`config.mk`:
```
export PLATFORM = sky130hd
export DESIGN_NAME = sup_out_chan
export DESIGN_NICKNAME = d
export VERILOG_FILES = /design/src/rtl/sup_out_pkg.sv /design/src/rtl/sup_cfg_regs.sv /design/src/rtl/sup_fault_merge.sv /design/src/rtl/sup_release_timer.sv /design/src/rtl/sup_out_chan.sv
export SDC_FILE = /design/constraint.sdc
export NUM_CORES = 1
export LEC_CHECK = 0
export BUFFER_PORTS_ARGS = -buffer_cell sky130_fd_sc_hd__buf_2
export CORE_MARGIN = 2
export CORE_UTILIZATION = 50
export DETAILED_ROUTE_END_ITERATION = 10
export PLACE_DENSITY = 0.67
export SLEW_MARGIN = 20
export SYNTH_ARGS = -nofsm -noshare
export SYNTH_HDL_FRONTEND = slang
export SYNTH_SLANG_ARGS = --single-unit
export TNS_END_PERCENT = 10
```
`constraint.sdc`:
```
create_clock -name clk -period 5.9 [get_ports clk]
set_input_delay 1.18 -clock clk [delete_from_list [all_inputs] [get_ports clk]]
set_output_delay 1.18 -clock clk [all_outputs]
set_load 0.02 [all_outputs]
```
`src/rtl/sup_out_pkg.sv`:
```
package sup_out_pkg;

    typedef enum logic [1:0] {
        ST_HOLD   = 2'd0,
        ST_ASSERT = 2'd1,
        ST_WAIT   = 2'd2,
        ST_IDLE   = 2'd3
    } chan_state_t;

    localparam int CFG_AW  = 2;
    localparam int CFG_DW  = 8;
    localparam int CODE_W  = 3;
    localparam int TICK_CW = 16;

    localparam logic [CFG_AW-1:0] A_UVWD = 2'd0;
    localparam logic [CFG_AW-1:0] A_GPMR = 2'd1;
    localparam logic [CFG_AW-1:0] A_SIB  = 2'd2;
    localparam logic [CFG_AW-1:0] A_TIME = 2'd3;

    // Release delay length in base ticks for each code.
    function automatic logic [TICK_CW-1:0] code_ticks(input logic [CODE_W-1:0] code);
        logic [TICK_CW-1:0] t;
        unique case (code)
            3'd0: t = 16'd1;
            3'd1: t = 16'd60;
            3'd2: t = 16'd250;
            3'd3: t = 16'd1000;
            3'd4: t = 16'd2000;
            3'd5: t = 16'd8000;
            3'd6: t = 16'd16000;
            default: t = 16'd64000;
        endcase
        return t;
    endfunction

endpackage

```
`src/rtl/sup_cfg_regs.sv`:
```
module sup_cfg_regs
    import sup_out_pkg::*;
#(
    parameter int N_UV  = 6,
    parameter int N_GPI = 4,
    parameter int N_SIB = 7
) (
    input  logic                clk,
    input  logic                rst_n,
    input  logic                we,
    input  logic [CFG_AW-1:0]   addr,
    input  logic [CFG_DW-1:0]   wdata,
    output logic [N_UV-1:0]     uv_sel,
    output logic                wd_sel,
    output logic [N_GPI-1:0]    gpi_sel,
    output logic                mr_sel,
    output logic [N_SIB-1:0]    sib_sel,
    output logic [CODE_W-1:0]   code,
    output logic                pol_high
);

    localparam int WD_BIT  = N_UV;
    localparam int MR_BIT  = N_GPI;
    localparam int POL_BIT = CODE_W;

    // Reserved bits are never stored; this sink only keeps lint quiet.
    logic unused_wdata;
    assign unused_wdata = ^wdata;

    always_ff @(posedge clk or negedge rst_n) begin
        if (!rst_n) begin
            uv_sel   <= '0;
            wd_sel   <= 1'b0;
            gpi_sel  <= '0;
            mr_sel   <= 1'b0;
            sib_sel  <= '0;
            code     <= '0;
            pol_high <= 1'b0;
        end else if (we) begin
            unique case (addr)
                A_UVWD: begin
                    uv_sel <= wdata[N_UV-1:0];
                    wd_sel <= wdata[WD_BIT];
                end
                A_GPMR: begin
                    gpi_sel <= wdata[N_GPI-1:0];
                    mr_sel  <= wdata[MR_BIT];
                end
                A_SIB: begin
                    sib_sel <= wdata[N_SIB-1:0];
                end
                A_TIME: begin
                    code     <= wdata[CODE_W-1:0];
                    pol_high <= wdata[POL_BIT];
                end
                default: ;
            endcase
        end
    end

endmodule

```
`src/rtl/sup_fault_merge.sv`:
```
module sup_fault_merge #(
    parameter int N_UV  = 6,
    parameter int N_GPI = 4,
    parameter int N_SIB = 7
) (
    input  logic             clk,
    input  logic             rst_n,
    input  logic [N_UV-1:0]  uv_sel,
    input  logic             wd_sel,
    input  logic [N_GPI-1:0] gpi_sel,
    input  logic             mr_sel,
    input  logic [N_SIB-1:0] sib_sel,
    input  logic [N_UV-1:0]  uv_ok,
    input  logic             wdog_fault,
    input  logic [N_GPI-1:0] gpi,
    input  logic [N_SIB-1:0] sib_asserted,
    input  logic             mr_n,
    output logic             fault,
    output logic             mask_any
);

    logic [N_SIB-1:0] sib_q;
    logic [N_UV-1:0]  uv_hit;
    logic [N_GPI-1:0] gpi_hit;
    logic [N_SIB-1:0] sib_hit;

    // Registered sibling copies break loops between mutually dependent channels.
    always_ff @(posedge clk or negedge rst_n) begin
        if (!rst_n) sib_q <= '0;
        else        sib_q <= sib_asserted;
    end

    for (genvar i = 0; i < N_UV; i++) begin : g_uv
        assign uv_hit[i] = uv_sel[i] & ~uv_ok[i];
    end
    for (genvar i = 0; i < N_GPI; i++) begin : g_gpi
        assign gpi_hit[i] = gpi_sel[i] & gpi[i];
    end
    for (genvar i = 0; i < N_SIB; i++) begin : g_sib
        assign sib_hit[i] = sib_sel[i] & sib_q[i];
    end

    // The manual reset bit alone does not count as a dependency.
    assign mask_any = (|uv_sel) | wd_sel | (|gpi_sel) | (|sib_sel);

    assign fault = (|uv_hit) | (wd_sel & wdog_fault) | (|gpi_hit)
                 | (|sib_hit) | (mr_sel & ~mr_n);

endmodule

```
`src/rtl/sup_release_timer.sv`:
```
module sup_release_timer
    import sup_out_pkg::*;
#(
    parameter int TICK_DIV = 2500
) (
    input  logic              clk,
    input  logic              rst_n,
    input  logic              run,
    input  logic [CODE_W-1:0] code,
    output logic              expire
);

    logic                base_tick;
    logic [TICK_CW-1:0]  tick_cnt;
    logic [TICK_CW-1:0]  last_tick;

    assign last_tick = code_ticks(code) - 16'd1;

    if (TICK_DIV > 1) begin : g_presc
        localparam int PW = $clog2(TICK_DIV);
        localparam logic [PW-1:0] PRESC_LAST = PW'(TICK_DIV - 1);
        logic [PW-1:0] presc;

        always_ff @(posedge clk or negedge rst_n) begin
            if (!rst_n)                presc <= '0;
            else if (!run)             presc <= '0;
            else if (presc == PRESC_LAST) presc <= '0;
            else                       presc <= presc + 1'b1;
        end
        assign base_tick = run && (presc == PRESC_LAST);
    end else begin : g_nopresc
        assign base_tick = run;
    end

    always_ff @(posedge clk or negedge rst_n) begin
        if (!rst_n)         tick_cnt <= '0;
        else if (!run)      tick_cnt <= '0;
        else if (base_tick) tick_cnt <= tick_cnt + 1'b1;
    end

    assign expire = base_tick && (tick_cnt == last_tick);

endmodule

```
`src/rtl/sup_out_chan.sv`:
```
module sup_out_chan
    import sup_out_pkg::*;
#(
    parameter int N_UV     = 6,
    parameter int N_GPI    = 4,
    parameter int N_SIB    = 7,
    parameter int TICK_DIV = 2500
) (
    input  logic              clk,
    input  logic              rst_n,
    input  logic              cfg_we,
    input  logic [1:0]        cfg_addr,
    input  logic [7:0]        cfg_wdata,
    input  logic [N_UV-1:0]   uv_ok,
    input  logic              wdog_fault,
    input  logic [N_GPI-1:0]  gpi,
    input  logic [N_SIB-1:0]  sib_asserted,
    input  logic              mr_n,
    output logic              out_asserted,
    output logic              out_pin
);

    logic [N_UV-1:0]   uv_sel;
    logic              wd_sel;
    logic [N_GPI-1:0]  gpi_sel;
    logic              mr_sel;
    logic [N_SIB-1:0]  sib_sel;
    logic [CODE_W-1:0] cfg_code;
    logic              cfg_pol;
    logic              fault_any;
    logic              mask_any;
    logic              rel_expire;
    chan_state_t       state, state_nx;

    sup_cfg_regs #(.N_UV(N_UV), .N_GPI(N_GPI), .N_SIB(N_SIB)) u_regs (
        .clk      (clk),
        .rst_n    (rst_n),
        .we       (cfg_we),
        .addr     (cfg_addr),
        .wdata    (cfg_wdata),
        .uv_sel   (uv_sel),
        .wd_sel   (wd_sel),
        .gpi_sel  (gpi_sel),
        .mr_sel   (mr_sel),
        .sib_sel  (sib_sel),
        .code     (cfg_code),
        .pol_high (cfg_pol)
    );

    sup_fault_merge #(.N_UV(N_UV), .N_GPI(N_GPI), .N_SIB(N_SIB)) u_merge (
        .clk          (clk),
        .rst_n        (rst_n),
        .uv_sel       (uv_sel),
        .wd_sel       (wd_sel),
        .gpi_sel      (gpi_sel),
        .mr_sel       (mr_sel),
        .sib_sel      (sib_sel),
        .uv_ok        (uv_ok),
        .wdog_fault   (wdog_fault),
        .gpi          (gpi),
        .sib_asserted (sib_asserted),
        .mr_n         (mr_n),
        .fault        (fault_any),
        .mask_any     (mask_any)
    );

    sup_release_timer #(.TICK_DIV(TICK_DIV)) u_timer (
        .clk    (clk),
        .rst_n  (rst_n),
        .run    (state == ST_WAIT),
        .code   (cfg_code),
        .expire (rel_expire)
    );

    // State register
    always_ff @(posedge clk or negedge rst_n) begin
        if (!rst_n) state <= ST_HOLD;
        else        state <= state_nx;
    end

    // Next state
    always_comb begin
        state_nx = state;
        if (!mask_any) begin
            state_nx = ST_HOLD;
        end else begin
            unique case (state)
                ST_HOLD:   state_nx = fault_any ? ST_ASSERT : ST_WAIT;
                ST_ASSERT: state_nx = fault_any ? ST_ASSERT : ST_WAIT;
                ST_WAIT: begin
                    if (fault_any)       state_nx = ST_ASSERT;
                    else if (rel_expire) state_nx = ST_IDLE;
                    else                 state_nx = ST_WAIT;
                end
                ST_IDLE:   state_nx = fault_any ? ST_ASSERT : ST_IDLE;
                default:   state_nx = ST_HOLD;
            endcase
        end
    end

    // Outputs
    always_comb begin
        out_asserted = (state != ST_IDLE);
        out_pin      = cfg_pol ? out_asserted : ~out_asserted;
    end

endmodule

```
# Word-level counts from Yosys, hierarchy flattened
# Index checks and enable logic that the tools add are counted.
totals:
  ff_bits: 60
  input_bits: 32
  word_cells: 92
  output_inout_bits: 2
classes:
  reduce_logical: 16
  muxes: 12
  n_eq_ne: 16
  n_bitwise: 34
  addsub: 3
ops:
  columns: ["op", "n"]
  rows:
  - ["$pmux W16 S7", 1]
  - ["$mux W16", 2]
  - ["$mux W12", 2]
  - ["$and A1 B1 Y1", 19]
  - ["$add A16 B1 Y16 const B", 1]
  - ["$eq A16 B16 Y1", 1]
  - ["$sub A16 B1 Y16 const B", 1]
  - ["$reduce_or A7 Y1", 2]
  - ["$add A12 B1 Y12 const B", 1]
  - ["$eq A12 B12 Y1 const B", 1]
  - ["$reduce_or A6 Y1", 2]
  - ["$eq A3 B3 Y1 const B", 3]
  - ["$eq A2 B2 Y1 const B", 4]
  - ["$mux W2", 4]
  - ["$not A1 Y1", 8]
  - ["$reduce_and A2 Y1", 4]
  - ["$reduce_or A4 Y1", 2]
  - ["$or A1 B1 Y1", 7]
  - ["$eq A3 B2 Y1 const B", 2]
  - ["$pmux W2 S3", 1]
  - ["$eq A2 B1 Y1 const B", 2]
  - ["$logic_not A2 Y1", 2]
  - ["$ne A2 B2 Y1 const B", 2]
  - ["$eq A3 B1 Y1 const B", 1]
  - ["other kinds (4)", 6]

# Longest topological paths before layout
# Gate-level depths: netlist of run 1.
depth:
  word_depth: 10
  depth_mapped: 7
  ltp_nobuf: 6

# Hierarchy
# A second synthesis of run 1 with hierarchy kept.
unflattened:
  cells_unflattened: 314
  area_unflattened_um2: 3273.1
modules_own_cells:
  columns: ["module", "area_per_inst_um2", "instances", "seq_area_each_um2", "cells_each"]
  rows:
  - ["sup_release_timer", 1965.6, 1, 700.7, 224]
  - ["sup_cfg_regs", 877.1, 1, 575.6, 50]
  - ["sup_fault_merge", 329.1, 1, 175.2, 31]
  - ["sup_out_chan", 101.3, 1, 50.0, 9]

# Least setup slack after synthesis of run 1
# OpenSTA, ideal clock, no wires.
synth_path:
  kind: "input to register"
  startpoint: "input port cfg_addr[1]"
  endpoint: "register u_regs.uv_sel[0]"
  t_required_ns: 5.775
  t_arrival_ns: 2.180
  cell_stages: 2
  slack_ns: 3.595
  n_path_buf: 0
  cell_sequence: "nor3b_1 > mux2_2"
synth_via:
  elab_chain_cells: 2
synth_lines:
  columns: ["element", "line_no", "source"]
  rows:
  - ["from (decl)", "sup_out_chan.sv:12", "input logic [1:0] cfg_addr,"]
  - ["$logic_not A2 Y1", "sup_cfg_regs.sv:40", "unique case (addr)"]
  - ["$reduce_and A2 Y1 (no line)", null, null]
  - ["to (signal assigned)", "sup_cfg_regs.sv:42", "uv_sel <= wdata[N_UV-1:0];"]
  - ["to (decl)", "sup_cfg_regs.sv:13", "output logic [N_UV-1:0] uv_sel,"]
# Every way passes these cells.
# A chain may end at the register's enable or synchronous reset.

# Worst setup path in the final report of run 1
layout_path:
  startpoint: "register u_timer.g_presc.presc[0]"
  endpoint: "register u_timer.tick_cnt[15]"
layout_via:
  elab_chain_cells: 3
layout_lines:
  columns: ["element", "line_no", "source"]
  rows:
  - ["from (decl)", "sup_release_timer.sv:22", "logic [PW-1:0] presc;"]
  - ["from (signal assigned)", "sup_release_timer.sv:28", "else presc <= presc + 1'b1;"]
  - ["$eq A12 B12 Y1", "sup_release_timer.sv:30", "assign base_tick = run && (presc == PRESC_LAST);"]
  - ["$logic_and A1 B1 Y1", "sup_release_timer.sv:30", null]
  - ["$ne A2 B2 Y1 (no line)", null, null]
  - ["to (signal assigned)", "sup_release_timer.sv:38", "else if (base_tick) tick_cnt <= tick_cnt + 1'b1;"]
  - ["to (decl)", "sup_release_timer.sv:14", "logic [TICK_CW-1:0] tick_cnt;"]
# Every way passes these cells.

==> summary.md, run 1 <==
| Metric | Value |
|---|---|
| Outcome | completed |
| Logic pwr share | about an eighth |
| Seq cells post-synth | 60 |
| Synth Area in Compound Gates | approximately a tenth |
| Reg clk slew, reported paths | approximately 0.070 ns |
| Crit path launch type | register |
| Port bufs | 32 |
| Hold-fix buffers, CTS | 0 |
| Mux cell area share after synthesis | under 10% |
| Register area share after synthesis | 49.8% |
| Die H | roughly 82 um |
| # DRC | 0 |
| Nets | roughly 360 |
| Power Internal | ~0.00066 W |
| Latest clock arrival within the worst-skew pair | between 0.3 and 0.4 ns |
| Net Switching | around 0.00026 W |
| Initial antenna violation count | 0 |
| Simple-Gate Fraction of Synth Area | a little over a fifth |
| Synth warn | 0 |
| Final Hold Viols | 0 |
| Die X | 81.6 um |
| Leakage Power | between 1 and 1.5 nW |
| Sum Neg Setup Slack | 0 ns |
| Vias/cell | approximately 5.8 |
| Synth Flop Type | dfrtp_1 |
| First-pass GRT wire length | 10900 um |
| EDFF count, synth | 0 |
| Adder-cell share of the synthesized area | 0.831% |
| Post-synthesis xor/xnor area fraction | 6.40% |
| ANT nets after route | 0 |
| Sequential group share of total power | between 50% and 60% |
| Die Area | between 6000 and 7000 sq um |
| Pins Over Slew Limit | 0 |
| Synth unique cells | 47 |
| Layout cells sized above 1 | 23.9% |
| Post-CTS sizing | 0 |
| Core ar. | 5890 sq um |
| Hold WC Path Type | reg2reg |
| CTS tree | done |
| Setup WS pre-CTS | approximately 3 ns |
| Drt wl/cell | 15.6 um |
| Post-Syn Area | around 3000 sq um |
| Routed length on met1 | between 2000 and 3000 um |
| Ys async rst share | 100% |
| Clk root buf | clkbuf_8 |
| Clock Power Share | 35.8% |
| Placed cell area | approximately 3200 sq um |
| VDD IR-drop max | between 200 and 250 uV |
| Largest family of logic cells by synthesized area | simple AND/OR/NAND/NOR gates |
| Routed WL | approximately 6300 um |
| Family with the most delay on the worst path | simple AND/OR/NAND/NOR gates |
| Syn Area/Cell | about 10 sq um |
| Final HPWL DP | 4400 um |
| Vias in the first global route | roughly 2300 |
| WL met3 | 383 um |
| Metal2 WL | 2930 um |
| Initial DRT Pass Iterations | 4 |
| Post-Syn Instances | slightly below 300 |
| Worst setup margin | 2.94 ns |
| Ant diodes | 0 |
| Clk_skew | approximately 0.0091 ns |
| Power Dens Cells | approximately 270 nW/um^2 |
| Worst EP arrival | between 3 and 4 ns |
| Relative slew margins | between 20% and 30% |
| Post-route cell area | about 3400 sq um |
| WS Path Type | reg2reg |
| CP Cell Sequence | ha_1, or4b_4, nor4_2, nand4_1, or3_1, a21oi_1 |
| Max Used Layer | met4 |
| Mapped Nets | roughly 320 |
| # Max-Cap Violations | 0 |
| Total power | slightly above 0.0009 W |
| CP required | approximately 6.2 ns |
| GRT Residual Overflow | 0 |
| Slew of the pin with the lowest slew margin | between 1 and 1.5 ns |
| Buf/Inv on CP | 0 |
| GRT Overall Usage | a little over a fifth |
| Max Fclk | between 300 and 400 MHz |
| Min cycle time layout | ~3.0 ns |
| Clk sinks | 60 |
| RSZ-0062 raised after global routing | false |
| RePlAce Congestion | roughly 0.8 |
| Crit Path Max Fanout | 11 |
| Routed via count | 2336 |
| Core Rows | 28 |
| Peak per-stage delay on the critical path | 0.86 ns |
| Max H-tree Level | 3 |
| I/O pins | 34 |
| # setup viols final | 0 |
| Initial Util | between 50% and 60% |
| CP endpoint kind | register |
| Period utilization | between 50% and 60% |
| Num CTS Buffers | 9 |
| Postcts setup bufs | 0 |
| Sw frac | roughly 29% |
| Synth-to-Final Area Change | 12.8% |
| Pin count of the biggest net entering global routing | 61 |
| Max clock buf depth | 2 |
| Number of DRC markers in iteration 0 | approximately 170 |
| Worst path slowest cell | nor4_2 |
==> layout by cell type (no fill, tap or decap), drive strengths merged, types with 5 or more instances in the layout <==
cell / netlist / routed
nor4: 6 / 6
nor2b: 8 / 8
clkinv: 0 / 5
xor2: 17 / 17
nand4: 10 / 10
nand2: 16 / 16
clkbuf: 11 / 9
inv: 8 / 9
nor2: 28 / 28
buf: 2 / 33
mux2: 24 / 24
nand3: 14 / 14
o21ai: 7 / 7
a21oi: 16 / 16
dfrtp: 60 / 60
xnor2: 5 / 5
==> layout make-up <==
| type | count | area, sq um |
|---|---|---|
| tap | 75 | 93.8 |
| clock buffer | 9 | 124 |
| fill | 510 | 2490 |
| inverter | 8 | 30.0 |
| timing repair buffer | 33 | 168 |
| multi-input combinational | 209 | 1430 |
| sequential | 60 | 1500 |
| clock inverter | 7 | 52.6 |
==> power groups by stage <==
stage / logic [W] / clock network (W) / registers (W)
3_5_place_dp: 0.000108 / 0 / 0.000491
2_1_floorplan: 0.0000882 / 0 / 0.000467
5_1_grt: 0.000121 / 0.000363 / 0.000488
3_3_place_gp: 0.000106 / 0 / 0.000489
6_report: 0.000108 / 0.000330 / 0.000484
4_1_cts: 0.000109 / 0.000340 / 0.000483
==> final timing paths <==
path / startpoint / end / slack, ns / cells after the start
setup reg to reg: u_timer.g_presc.presc[0]$_DFF_PN0_ / u_timer.tick_cnt[15]$_DFFE_PN0P_ / 2.94 / 6
setup / recovery: u_timer.g_presc.presc[0]$_DFF_PN0_ / u_timer.tick_cnt[15]$_DFFE_PN0P_ / 2.94 / 6
max in group asynchronous: rst_n / u_timer.g_presc.presc[8]$_DFF_PN0_ / 4.42 / 2
min in group asynchronous: rst_n / u_merge.sib_q[1]$_DFF_PN0_ / 0.99 / 2
hold reg to reg: u_regs.mr_sel$_DFFE_PN0P_ / u_regs.mr_sel$_DFFE_PN0P_ / 0.52 / 1
hold / removal: u_regs.mr_sel$_DFFE_PN0P_ / u_regs.mr_sel$_DFFE_PN0P_ / 0.52 / 1
==> cells in the mapped netlist (3+ instances only) <==
library cell / count / area, sq um
or3_1: 4 / 25.0
and4_1: 3 / 26.3
nor2_1: 28 / 105
nand2_1: 16 / 60.1
nand4_1: 10 / 62.6
dfrtp_1: 60 / 1500
a21oi_1: 16 / 80.1
nor2b_1: 8 / 50.1
xnor2_1: 5 / 43.8
o21ai_0: 7 / 35.0
and3_1: 4 / 25.0
mux2_2: 24 / 270
nor4_1: 5 / 31.3
nand2b_1: 4 / 25.0
nand3_1: 14 / 70.1
o31ai_1: 4 / 30.0
xor2_1: 17 / 149
nor3b_1: 4 / 30.0
clkbuf_1: 11 / 41.3
inv_1: 8 / 30.0
==> state kept, by name, indices dropped and copies added, names as in the netlist <==
name and cells:
u_regs.uv_sel 6, u_regs.wd_sel 1, u_regs.gpi_sel 4, u_regs.pol_high 1
state 2, u_timer.g_presc.presc 12, u_regs.code 3, u_regs.sib_sel 7
u_timer.tick_cnt 16, u_regs.mr_sel 1, u_merge.sib_q 7
==> cells by family (layout without fill, tap and decap cells) <==
| logic type | after synthesis | count (layout) |
|---|---|---|
| simple gates | 116 | 116 |
| flops | 60 | 60 |
| compound gates | 44 | 44 |
| mux | 25 | 25 |
| xor+xnor | 22 | 22 |
| buf+inv | 21 | 57 |
| fa+ha+maj | 2 | 2 |
==> layer usage <==
metal  up-vias  track usage [%]
met2        68             33.2
met4         0             6.33
li1       1110                -
met1      1156             30.7
met3         2             6.59
met5         -                0
==> stage by stage <==
step,util (%),instances,hold slack (ns)
floorplan,-,290,0.474
global route,57.8,401,0.540
detailed placement,54.8,385,0.505
global placement,54.8,385,0.494
CTS,57.8,401,0.521
finish,57.8,401,0.520
(Power assumes the default switching activity.)
==> run 2, diff against run 1 <==
==> constraint.sdc (replaced) <==
create_clock -name clk -period 2.8 [get_ports clk]
set_input_delay 0.56 -clock clk [delete_from_list [all_inputs] [get_ports clk]]
set_output_delay 0.56 -clock clk [all_outputs]
set_load 0.02 [all_outputs]
==> summary.md, run 2 (synthesis results as in run 1) <==
| Metric | Value |
|---|---|
| Hold WC Path Type | in2async |
| Worst setup path start | u_timer.g_presc.presc[0]$_DFF_PN0_ |
| Clk root buf | clkbuf_8 |
| Outcome | completed |
| Initial DRT Pass Iterations | 4 (unchanged) |
| Core Rows | 28 (unchanged) |
| Max clock buf depth | 2 (unchanged) |
| Synth-to-Final Area Change | 15.9% |
| Setup WS pre-CTS | 0.513 ns (-2.46 ns) |
| # setup viols final | 0 (unchanged) |
| Ant diodes | 0 (unchanged) |
| Final Hold Viols | 0 (unchanged) |
| Drt wl/cell | 15.5 um (-0.62%) |
| CP required | 3.07 ns (-3.08 ns) |
| Max reg flops | 16 (unchanged) |
| Routed via count | 2293 (-1.8%) |
| Final HPWL DP | 4350 um (-1.2%) |
| Post-CTS sizing | 0 (unchanged) |
| Initial antenna violation count | 0 (unchanged) |
| RePlAce Congestion | 0.780 (-2.0%) |
| Nets | 358 (+0.85%) |
| Core ar. | 5890 sq um (unchanged) |
| Die Area | 6660 sq um (unchanged) |
| CP endpoint kind | register |
| CTS tree | done |
| Clk sinks | 60 (unchanged) |
| Initial Util | 51.2% (unchanged) |
| Reg-to-reg critical path startpoint | u_timer.g_presc.presc[0]$_DFF_PN0_ |
| Pin count of the biggest net entering global routing | 61 (unchanged) |
| Hold WS | 0.202 ns (-0.318 ns) |
| Post-layout util | 59.4% (+1.6 points) |
| RSZ-0062 raised after global routing | false |
| Die H | 81.6 um (unchanged) |
| Power Dens Cells | 617 nW/um^2 (+130%) |
| Worst r2r path cells | 6 (unchanged) |
| Latest clock arrival within the worst-skew pair | 0.34 ns (about the same) |
| First-pass GRT wire length | 10600 um (-2.2%) |
| Hold-fix buffers, CTS | 0 (unchanged) |
| Layout cells sized above 1 | 24.6% (+0.69 points) |
| Worst EP arrival | 2.57 ns (-0.65 ns) |
| Vias/cell | 5.68 (-2.6%) |
| GRT Overall Usage | 21.5% (-0.46 points) |
| # DRC | 0 (unchanged) |
| Clk_skew | 0.00590 ns (-0.00323 ns) |
| Commonest non-fill, non-tap cell in the layout | dfrtp_1 |
| ANT nets after route | 0 (unchanged) |
| Postcts setup bufs | 0 (unchanged) |
| Leakage Power | 1.43 nW (+3.0%) |
| Slew of the pin with the lowest slew margin | 0.537 ns (-0.541 ns) |
| Port bufs | 32 (unchanged) |
| # Max-Cap Violations | 0 (unchanged) |
| Min cycle time layout | 2.31 ns (-0.656 ns) |
| Sum Neg Setup Slack | 0 ns (unchanged) |
| Relative slew margins | 64.2% (+36 points) |
| Period utilization | 82.4% (+32 points) |
| I/O pins | 34 (unchanged) |
| Pins Over Slew Limit | 0 (unchanged) |
| Vias in the first global route | 2237 (-2.7%) |
| VDD IR-drop max | 426 uV (+100%) |
| Die X | 81.6 um (unchanged) |
| GRT Residual Overflow | 0 (unchanged) |
| Largest regs | u_timer.tick_cnt: 16 flops, u_timer.g_presc.presc: 12 flops |
| Num CTS Buffers | 9 (unchanged) |
| Max Fclk | 433 MHz (+28%) |
| Max H-tree Level | 3 (unchanged) |
| Crit Path Max Fanout | 5 (-6) |
| Reg clk slew, reported paths | 0.07 ns (about the same) |
| Most frequent cells in the layout | 60 x dfrtp_1, 32 x buf_2, 28 x nor2_1, 24 x mux2_2, 17 x xor2_1 |
| WS Path Type | reg2reg |
| Reg with most FFs | u_timer.tick_cnt |
| Number of DRC markers in iteration 0 | 185 (+6.9%) |
| Routed WL | 6270 um (+0.13%) |
| Worst setup margin | 0.493 ns (-2.44 ns) |
| Crit path launch type | register |
[run 2: cell type report]
type | count | area (sq um)
clock buffers | 11 | 151
well taps | 75 | 93.8
multi-input cells | 209 | 1430
repair buffers | 36 | 203
inverters | 8 | 30.0
clock inverters | 5 | 83.8
fillers | 538 | 2390
flip-flops and latches | 60 | 1500
[run 2: power breakdown]
part	switching, W	internal [W]	leakage, nW
Sequential	0.0000842	0.000935	0.768
Clock	0.000354	0.000551	0.112
Combinational	0.000101	0.000129	0.554
Total	0.000540	0.00161	1.43
[run 2: final timing paths]
kind                                                     to  slack, ns
max in group asynchronous   u_timer.tick_cnt[5]$_DFFE_PN0P_       2.32
min                               u_regs.wd_sel$_DFFE_PN0P_       0.20
max                        u_timer.tick_cnt[15]$_DFFE_PN0P_       0.49
min in group clk                 u_merge.sib_q[2]$_DFF_PN0_       0.32
min reg2reg                       u_regs.mr_sel$_DFFE_PN0P_       0.51
max reg2reg                u_timer.tick_cnt[15]$_DFFE_PN0P_       0.49
[run 2: worst max-delay path, cell delays in order, from the launching register on]
cell and delay, ns:
dfrtp_1 0.41, ha_1 0.25, or4b_4 0.50, nor4_2 0.35
nand4_1 0.19, or3_1 0.38, a21oi_1 0.14
[run 2: layer usage]
metal  vias up  wire length, um  GRT usage (%)
met5         -                0              0
met4         0              146           10.7
met3        11              175           3.74
met2        38             2790           31.4
met1      1121             3160           30.8
li1       1123                -              -
[run 2: metrics by stage]
stage          cell area (sq um)  total power [W]  cells
4_1_cts                     3490          0.00218    404
5_1_grt                     3490          0.00225    404
3_3_place_gp                3260          0.00126    388
2_1_floorplan               3010          0.00117    290
6_report                    3490          0.00215    404
3_5_place_dp                3260          0.00127    388
